$ cat src/rtl/lattice_pkg.sv
package lattice_pkg;
  localparam int NDIR   = 6;
  localparam int IDX_W  = 3;
  localparam int CFG_W  = 19;

  typedef enum logic [2:0] {
    FN_AND   = 3'b000,
    FN_NAND  = 3'b001,
    FN_OR    = 3'b010,
    FN_XOR   = 3'b011,
    FN_PASS  = 3'b100
  } fn_e;

  typedef struct packed {
    logic [NDIR-1:0] mask;
    logic [1:0]      init_b;
    logic [1:0]      init_a;
    logic [2:0]      src_b;
    logic [2:0]      src_a;
    logic [2:0]      fn;
  } cell_cfg_t;

  // direction code -> port bit index; returns 7 when unused
  function automatic logic [IDX_W-1:0] dir_index(input logic [2:0] code);
    case (code)
      3'b000: return 3'd0;
      3'b001: return 3'd1;
      3'b010: return 3'd2;
      3'b011: return 3'd3;
      3'b101: return 3'd4;
      3'b110: return 3'd5;
      default: return 3'd7;
    endcase
  endfunction
endpackage

$ cat src/rtl/lattice_operand.sv
module lattice_operand (
  input  logic       clk,
  input  logic       rst,
  input  logic       load,
  input  logic [1:0] init,
  input  logic       take,
  input  logic       tok,
  input  logic       consume,
  output logic       full,
  output logic       val
);
  always_ff @(posedge clk) begin
    if (rst) begin
      full <= 1'b0;
      val  <= 1'b0;
    end else if (load) begin
      full <= ~init[1];
      val  <= init[0];
    end else if (take) begin
      full <= 1'b1;
      val  <= tok;
    end else if (consume) begin
      full <= 1'b0;
    end
  end

  assert_held_R2: assert property (@(posedge clk) disable iff (rst)
    full && !consume && !load |=> full && $stable(val));
  assert_consume_empties_R2: assert property (@(posedge clk) disable iff (rst)
    full && consume && !load |=> !full);
  assert_no_overwrite_R2: assert property (@(posedge clk) disable iff (rst)
    take |-> !full);
endmodule

$ cat src/rtl/lattice_slot.sv
module lattice_slot (
  input  logic clk,
  input  logic rst,
  input  logic clr,
  input  logic push,
  input  logic din,
  input  logic pop,
  output logic valid,
  output logic dout
);
  always_ff @(posedge clk) begin
    if (rst || clr) begin
      valid <= 1'b0;
      dout  <= 1'b0;
    end else if (push) begin
      valid <= 1'b1;
      dout  <= din;
    end else if (pop) begin
      valid <= 1'b0;
    end
  end

  assert_push_empty_R8: assert property (@(posedge clk) disable iff (rst)
    push && !clr |-> !valid);
  assert_slot_hold_R8: assert property (@(posedge clk) disable iff (rst)
    valid && !pop && !clr |=> valid && $stable(dout));
endmodule

$ cat src/rtl/lattice_logic.sv
module lattice_logic
  import lattice_pkg::*;
(
  input  logic [2:0] fn,
  input  logic       a,
  input  logic       b,
  output logic       y
);
  always_comb begin
    case (fn)
      FN_AND:  y = a & b;
      FN_NAND: y = ~(a & b);
      FN_OR:   y = a | b;
      FN_XOR:  y = a ^ b;
      default: y = 1'b0;
    endcase
  end
endmodule

$ cat src/rtl/lattice_cell.sv
module lattice_cell
  import lattice_pkg::*;
(
  input  logic                clk,
  input  logic                rst,
  input  logic                cfg_we,
  input  logic [CFG_W-1:0]    cfg_data,
  input  logic [NDIR-1:0]     in_valid,
  input  logic [NDIR-1:0]     in_data,
  output logic [NDIR-1:0]     in_ready,
  output logic [NDIR-1:0]     out_valid,
  output logic [NDIR-1:0]     out_data,
  input  logic [NDIR-1:0]     out_ready
);
  cell_cfg_t cfg, cfg_new;
  assign cfg_new = cell_cfg_t'(cfg_data);

  always_ff @(posedge clk) begin
    if (rst) begin
      cfg <= '{mask: '0, init_b: 2'b10, init_a: 2'b10,
               src_b: 3'b111, src_a: 3'b111, fn: 3'b000};
    end else if (cfg_we) begin
      cfg <= cfg_new;
    end
  end

  logic [IDX_W-1:0] ia, ib, opp_b;
  logic a_used, b_used, same_src, gate_mode, pass_mode;
  assign ia        = dir_index(cfg.src_a);
  assign ib        = dir_index(cfg.src_b);
  assign a_used    = (ia != 3'd7);
  assign b_used    = (ib != 3'd7);
  assign opp_b     = ib ^ 3'd1;
  assign same_src  = a_used && b_used && (ia == ib);
  assign gate_mode = (cfg.fn[2] == 1'b0);
  assign pass_mode = (cfg.fn == FN_PASS);

  // operands
  logic a_full, b_full, a_val, b_val;
  logic take_a, take_b, tok_b, fire;
  logic a_rdy, b_rdy;

  assign a_rdy  = gate_mode && a_used && !a_full && (!same_src || !b_full);
  assign b_rdy  = gate_mode && b_used && !b_full && !same_src;
  assign take_a = a_rdy && in_valid[ia];
  assign take_b = same_src ? take_a : (b_rdy && in_valid[ib]);
  assign tok_b  = same_src ? in_data[ia] : in_data[ib];

  lattice_operand u_opa (
    .clk(clk), .rst(rst), .load(cfg_we), .init(cfg_new.init_a),
    .take(take_a), .tok(in_data[ia]), .consume(fire && a_used),
    .full(a_full), .val(a_val));

  lattice_operand u_opb (
    .clk(clk), .rst(rst), .load(cfg_we), .init(cfg_new.init_b),
    .take(take_b), .tok(tok_b), .consume(fire && b_used),
    .full(b_full), .val(b_val));

  logic op_a, op_b, result;
  assign op_a = a_used ? a_val : b_val;
  assign op_b = b_used ? b_val : a_val;

  lattice_logic u_fn (.fn(cfg.fn), .a(op_a), .b(op_b), .y(result));

  logic [NDIR-1:0] slot_v, slot_d;
  assign fire = gate_mode && !cfg_we && (a_used || b_used)
             && (!a_used || a_full) && (!b_used || b_full)
             && ((slot_v & cfg.mask) == '0);

  for (genvar d = 0; d < NDIR; d++) begin : g_slot
    lattice_slot u_slot (
      .clk(clk), .rst(rst), .clr(cfg_we),
      .push(fire && cfg.mask[d]), .din(result),
      .pop(out_ready[d]), .valid(slot_v[d]), .dout(slot_d[d]));
  end

  // bufferless transport paths
  logic all_rdy;
  logic [NDIR-1:0] pv, pd, pr;
  assign all_rdy = ((out_ready | ~cfg.mask) == '1) && (cfg.mask != '0);

  always_comb begin
    pv = '0;
    pd = '0;
    pr = '0;
    for (int d = 0; d < NDIR; d++) begin
      if (a_used && cfg.mask[d]) begin
        pv[d] = in_valid[ia] && all_rdy;
        pd[d] = in_data[ia];
      end
      if (b_used && opp_b == d[IDX_W-1:0]) begin
        pv[d] = in_valid[ib];
        pd[d] = in_data[ib];
      end
    end
    if (a_used) pr[ia] = all_rdy;
    if (b_used) pr[ib] = out_ready[opp_b];
  end

  always_comb begin
    in_ready = '0;
    if (pass_mode) begin
      in_ready = pr;
    end else begin
      if (a_used) in_ready[ia] = a_rdy;
      if (b_used && !same_src) in_ready[ib] = b_rdy;
    end
  end

  assign out_valid = pass_mode ? pv : slot_v;
  assign out_data  = pass_mode ? pd : slot_d;

  assert_fanout_R8: assert property (@(posedge clk) disable iff (rst)
    fire |=> ((out_valid & $past(cfg.mask)) == $past(cfg.mask)));
  assert_ready_sources_R4: assert property (@(posedge clk) disable iff (rst)
    !pass_mode |-> $countones(in_ready) <= 2);
  assert_reset_quiet_R1: assert property (@(posedge clk)
    $past(rst) && !$past(cfg_we) |-> out_valid == '0 && in_ready == '0);
  assert_inert_R10: assert property (@(posedge clk) disable iff (rst)
    !gate_mode && !pass_mode |=> $stable(slot_v) || $past(cfg_we));
endmodule

$ cat config.mk
export PLATFORM = sky130hd
export DESIGN_NAME = lattice_cell
export DESIGN_NICKNAME = d
export VERILOG_FILES = /design/src/rtl/lattice_pkg.sv /design/src/rtl/lattice_operand.sv /design/src/rtl/lattice_slot.sv /design/src/rtl/lattice_logic.sv /design/src/rtl/lattice_cell.sv
export SDC_FILE = /design/constraint.sdc
export NUM_CORES = 1
export LEC_CHECK = 0
export ABC_CLOCK_PERIOD_IN_PS = 2300
export BUFFER_PORTS_ARGS = -buffer_cell sky130_fd_sc_hd__buf_2
export CAP_MARGIN = 10
export CORE_ASPECT_RATIO = 0.6
export CORE_MARGIN = 2
export CORE_UTILIZATION = 48
export CTS_CLUSTER_SIZE = 20
export DETAILED_ROUTE_END_ITERATION = 7
export PLACE_DENSITY_LB_ADDON = 0.08
export SLEW_MARGIN = 10
export SYNTH_ARGS = -nofsm -noshare
export SYNTH_HDL_FRONTEND = slang
export SYNTH_SLANG_ARGS = --single-unit
export TNS_END_PERCENT = 1
$ cat constraint.sdc
create_clock -name clk -period 2.3 [get_ports clk]
set_input_delay 0.345 -clock clk [delete_from_list [all_inputs] [get_ports clk]]
set_output_delay 0.345 -clock clk [all_outputs]
set_load 0.05 [all_outputs]
==> impl_metrics.env, run 1 <==
export IMPL_syn_num_nets=325
export IMPL_drc=0
export IMPL_area_growth_pct=48.72
export IMPL_io_pins=58
export IMPL_worst_ep_arrival_time_ns=2.25
export IMPL_die_height_um=57.66
export IMPL_hold_slack_ns=0.2404
export IMPL_dp_hpwl_um=5871
export IMPL_outcome="finished with violations"
export IMPL_grt_max_degree=28
export IMPL_dr_pass1_iters=5
export IMPL_cp_max_fo=8
export IMPL_yosys_area_share_simple_pct=25.48
export IMPL_hp_class="in2reg"
export IMPL_drt_vias_per_instance=6.075
export IMPL_synth_mux_area_share_pct=12.66
export IMPL_cellPowerDensity_nw_per_um2=522.7
export IMPL_endpoint_kind="output port"
export IMPL_wirelength_um=8141
export IMPL_synth_cells=283
export IMPL_violations="setup timing"
export IMPL_finClkSkew_ns=0.004074
export IMPL_core_um2=4588
export IMPL_relSlewSlack_pct=69.27
export IMPL_synthAdderAreaFrac_pct=1.086
export IMPL_syn_avg_cell_area_um2=8.139
export IMPL_min_period_ns=2.591
export IMPL_max_freq_mhz=385.9
export IMPL_synth_ff_type="dfxtp_1"
export IMPL_synth_seq_cells=31
export IMPL_power_leakage_nw=1.436
export IMPL_hold_viol=0
export IMPL_grt_setup_unrepaired="true"
export IMPL_htreeDepth=2
export IMPL_seq_area_frac_synth_pct=26.94
export IMPL_synthTopCellsByArea="dfxtp_1 (27%), mux2i_1 (8.3%), nand2_1 (6.8%)"
export IMPL_critPathKind="reg2out"
export IMPL_nets=429
export IMPL_cts_tree="done"
export IMPL_die_width_um=93.43
export IMPL_crit_required_ns=1.96
export IMPL_vias=2740
export IMPL_grt_ovfl_total=0
export IMPL_synth_compound_area_share_pct=28.84
export IMPL_grt_pass1_wl_um=12900
export IMPL_grt_usage_pct=31.47
export IMPL_synth_top_area_cell="dfxtp_1"
export IMPL_worst_pin_slew_ns=0.4599
export IMPL_yosysTopAreaCellShare_pct=26.94
export IMPL_clock_latency_ns=0.29
export IMPL_p_sw_mw=0.6233
export IMPL_antenna_cells=0
export IMPL_numPortBuffers=57
export IMPL_dieArea_um2=5387
export IMPL_synth_enable_flop_cells=0
export IMPL_cts_sink_count=31
export IMPL_drt_iter0_drc=268
export IMPL_synth_xor_area_share_pct=0.7605
export IMPL_synth_top_family_by_area="compound AO/OA/AOI/OAI gates"
export IMPL_syn_area_um2=2303
export IMPL_ys_types=64
export IMPL_clk_pin_slew_ns=0.07
export IMPL_ir_drop_uv=367.5
export IMPL_pwr_share_seq_pct=32.8
export IMPL_p_total_mw=1.791
export IMPL_gp_congestion=0.9298
export IMPL_clockBufferDepth=2
export IMPL_grt_pass1_vias=2480
export IMPL_cp_start_kind="flop"
export IMPL_period_share_pct=112.7
export IMPL_internal_power_mw=1.167
export IMPL_start_util_pct=50.20
export IMPL_drive_gt1_share_pct=42.53
export IMPL_setup_violations_final=18
export IMPL_yosys_warnings=0
export IMPL_ant_nets=0
export IMPL_cts_root_buf="clkbuf_8"
export IMPL_routedWlPerCell_um=18.05
export IMPL_setup_ws_ns=-0.2915
export IMPL_synthArstFlopShare_pct=0
export IMPL_slew_violations=0
export IMPL_postPlaceCellArea_um2=3019
export IMPL_power_share_clock_pct=31.1
export IMPL_p_comb_share_pct=36.1
export IMPL_cap_violations=0
export IMPL_num_rows=19
export IMPL_fin_area_um2=3426
export IMPL_antenna_found_initial=0
export IMPL_cts_made_buffers=5
export IMPL_sw_frac_of_total_pct=34.81
-- cells in the mapped netlist (2+ instances only) --
master,number
nand2_1,42
dfxtp_1,31
nor2_1,23
mux2i_1,19
a21oi_1,13
nand3_1,12
nand2b_1,11
o21a_1,10
o221ai_1,10
inv_1,8
o21ai_0,8
nor2b_1,7
buf_2,6
clkbuf_1,6
mux4_2,4
nor3_1,3
o211ai_1,3
o21ai_1,3
o22a_1,3
or4_1,3
a211oi_1,2
a221o_1,2
a22oi_1,2
a31oi_1,2
and2b_1,2
buf_1,2
ha_1,2
nor3_2,2
nor3b_1,2
o22ai_1,2
o31a_1,2
o31ai_1,2
o32a_1,2
or3_1,2
-- registers in the layout, summed over array words and instances (netlist names) --
name                 count
u_opa.full               1
u_opa.val                1
g_slot.u_slot.dout       6
u_opb.val                1
g_slot.u_slot.valid      6
u_opb.full               1
cfg                     15
-- power groups by stage --
stage / sequential (mW) / combinational [mW] / clock (mW)
2_1_floorplan: 0.593 / 0.330 / 0
3_3_place_gp: 0.597 / 0.549 / 0
3_5_place_dp: 0.598 / 0.554 / 0
4_1_cts: 0.585 / 0.610 / 0.562
5_1_grt: 0.591 / 0.687 / 0.588
6_report: 0.588 / 0.646 / 0.556
-- through the flow --
step                      setup TNS (ns)  instances  util (%)  worst slack (ns)
after detailed placement          -1.195        439     65.80           -0.1441
after floorplan                   -1.325        283         -           -0.1700
after global routing              -4.997        451     74.67           -0.3496
after global placement           -0.6812        439     65.80           -0.1006
final                             -3.461        451     74.67           -0.2915
after CTS                         -3.090        450     73.00           -0.2730
-- layout make-up --
cell class	instances	area (um2)
Timing Repair Buffer	112	838.3
Clock buffer	5	68.82
Tap cell	63	78.83
Inverter	8	30.03
Clock inverter	3	43.79
Sequential cell	31	634.4
Fill cell	362	1162
Multi-Input combinational cell	229	1732
-- metal layers --
metal,GRT usage [%],vias to the layer above,part of all wire (%)
li1,-,1274,-
met1,46.89,1261,44
met2,45.73,182,42
met3,8.192,23,12
met4,7.563,0,1.8
met5,0,-,0
-- kinds of logic (layout without fill, tap and decap cells) --
kind of cell | Yosys count | in the layout
and+or+nand+nor | 118 | 118
AOI/OAI and AO/OA | 83 | 83
DFF | 31 | 31
muxes | 24 | 24
buffers and inverters | 23 | 128
adders and majority gates | 2 | 2
xor gates and xnor gates | 2 | 2
-- layout by cell type (no fill, tap or decap), drive strengths merged, types with 11 or more instances in the layout --
cell type / Yosys / final
nor2: 24 / 24
a21oi: 13 / 13
buf: 9 / 112
nand2b: 11 / 11
nand2: 42 / 42
nand3: 13 / 13
dfxtp: 31 / 31
o21ai: 12 / 12
mux2i: 19 / 19
-- worst max-delay path, stage by stage (launching register included) --
cell      delay [ns]
dfxtp_4         0.37
or4_4           0.55
a211oi_4        0.28
or4_4           0.19
o22a_1          0.16
o22a_1          0.16
o21ai_2         0.07
buf_6           0.17
-- path summary, 6_finish.rpt --
path | start | cells after the start | to | slack [ns]
setup / recovery | cfg[3] | 7 | in_ready[3] | -0.29
hold / removal | cfg_data[12] | 2 | u_opb.full | 0.24
setup reg to reg | cfg[13] | 8 | g_slot[0].u_slot.dout | 0.02
hold reg to reg | g_slot[1].u_slot.valid | 2 | g_slot[1].u_slot.valid | 0.49
-- timing repair --
item,in CTS,in global routing
buffers inserted,3,1
endpoints found under the setup margin,24,24
hold buffers,0,0
pin swaps,13,11
gates resized for setup,59,17
Note: power is estimated with default switching activity, not from simulation.
==> run 2: changes to the inputs <==
Settings changed: ABC_CLOCK_PERIOD_IN_PS 2300 to 2700, CORE_UTILIZATION 48 to 54.
Clock period 2.3 ns to 2.7 ns, I/O delays scaled along.
==> impl_metrics.env, run 2 (synthesis results as in run 1) <==
export IMPL_ant_nets=0
export IMPL_antenna_found_initial=0
export IMPL_io_pins=58
export IMPL_grt_ovfl_total=0
export IMPL_ir_drop_uv=415.5
export IMPL_rr_worst_depth=13
export IMPL_grt_usage_pct=30.75
export IMPL_drc=0
export IMPL_routedWlPerCell_um=17.56
export IMPL_antenna_cells=0
export IMPL_relSlewSlack_pct=65.49
export IMPL_period_share_pct=98.72
export IMPL_critPathKind="reg2out"
export IMPL_die_height_um=54.59
export IMPL_cellPowerDensity_nw_per_um2=473.8
export IMPL_grt_pass1_vias=2257
export IMPL_finalNonFillerCells=423
export IMPL_cp_max_fo=8
export IMPL_dieArea_um2=4821
export IMPL_num_rows=18
export IMPL_final_common_cell="buf_2"
export IMPL_min_period_ns=2.666
export IMPL_gp_congestion=0.9487
export IMPL_dr_pass1_iters=8
export IMPL_core_um2=4099
export IMPL_drive_gt1_share_pct=35.54
export IMPL_numPortBuffers=57
export IMPL_cts_made_buffers=5
export IMPL_cap_violations=0
export IMPL_wirelength_um=7427
export IMPL_dp_hpwl_um=5556
export IMPL_setup_violations_final=0
export IMPL_dp_cells=409
export IMPL_slowest_delay_ns=0.56
export IMPL_crit_required_ns=2.30
export IMPL_start_util_pct=56.20
export IMPL_hold_viol=0
export IMPL_endpoint_kind="output port"
export IMPL_die_width_um=88.32
export IMPL_finClkSkew_ns=0.01100
export IMPL_clk_pin_slew_ns=0.07
export IMPL_drt_vias_per_instance=6.135
export IMPL_p_total_mw=1.446
export IMPL_clockBufferDepth=2
export IMPL_worst_pin_slew_ns=0.5176
export IMPL_hold_path_depth=2
export IMPL_grt_setup_unrepaired="true"
export IMPL_fin_area_um2=3052
export IMPL_hold_buffers=0
export IMPL_slew_violations=0
export IMPL_fin_setup_tns_ns=0
export IMPL_grt_max_degree=28
export IMPL_cts_tree="done"
export IMPL_hp_class="in2reg"
export IMPL_cpMaxStageDelayCell="or4_4"
export IMPL_postPlaceCellArea_um2=2776
export IMPL_grt_pass1_wl_um=10970
export IMPL_worst_ep_arrival_time_ns=2.26
export IMPL_largest_reg_flops=15
export IMPL_cts_sink_count=31
export IMPL_vias=2595
export IMPL_hold_slack_ns=0.2899
export IMPL_reg_top3="cfg: 15 flops, g_slot.u_slot.dout: 6 flops, g_slot.u_slot.valid: 6 flops"
export IMPL_clock_latency_ns=0.30
export IMPL_cts_root_buf="clkbuf_8"
export IMPL_cp_cell_sequence="buf_6 > nand4_1 > a211oi_4 > or4_4 > buf_4 > o221ai_1 > buf_2"
export IMPL_nets=404
export IMPL_drt_iter0_drc=252
export IMPL_regMostFlops="cfg"
export IMPL_power_leakage_nw=1.268
export IMPL_cp_start_kind="flop"
export IMPL_layout_common_cells="buf_2 (50), nand2_1 (41), buf_4 (29)"
export IMPL_max_freq_mhz=375.2
export IMPL_area_growth_pct=32.48
export IMPL_outcome="completed"
export IMPL_htreeDepth=2
run 2: final cells by class:
type	instances	area (um2)
Multi-Input combinational cell	229	1647
Fill cell	348	1047
Sequential cell	31	633.1
Timing Repair Buffer	87	550.5
Tap cell	60	75.07
Clock buffer	5	68.82
Clock inverter	3	43.79
Inverter	8	33.78
run 2: metal layers:
layer | vias up | global-route usage [%] | wire [um] | share of wire, %
met5 | - | 0 | 0 | 0
met4 | 0 | 9.848 | 199 | 2.7
met3 | 30 | 8.597 | 775 | 10
met2 | 160 | 44.24 | 2979 | 40
met1 | 1189 | 44.31 | 3472 | 47
li1 | 1216 | - | - | -
run 2: worst max-delay path, delay by kind of cell (launching register included):
| family | cells | cell delay, ns |
|---|---|---|
| AND/OR/NAND/NOR | 2 | 0.70 |
| buffers and inverters | 3 | 0.61 |
| flip-flops | 1 | 0.37 |
| AO/OA/AOI/OAI | 2 | 0.29 |
run 2: timing repair:
action	in CTS	in global routing
buffers inserted	2	4
setup endpoints to repair	13	15
gates resized for setup	14	25
pin swaps	3	5
run 2: path summary, 6_finish.rpt:
path	slack, ns	from	endpoint
setup reg to reg	0.22	cfg[8]	g_slot[5].u_slot.dout
hold reg to reg	0.49	g_slot[4].u_slot.valid	g_slot[4].u_slot.valid
setup / recovery	0.03	cfg[7]	in_ready[4]
hold / removal	0.29	cfg_data[12]	u_opb.full
run 2: report_power, final:
| part | switching [mW] | internal [mW] |
|---|---|---|
| clock network | 0.201 | 0.275 |
| logic | 0.275 | 0.192 |
| registers | 0.0275 | 0.476 |
| total | 0.503 | 0.943 |
run 2: through the flow:
stage               utilization (%)  worst slack, ns
finish                        74.45          0.03445
global route                  74.45         -0.02859
CTS                           71.92        -0.001614
detailed placement            67.74           0.1061
global placement              67.74           0.1572
floorplan                         -          -0.1359
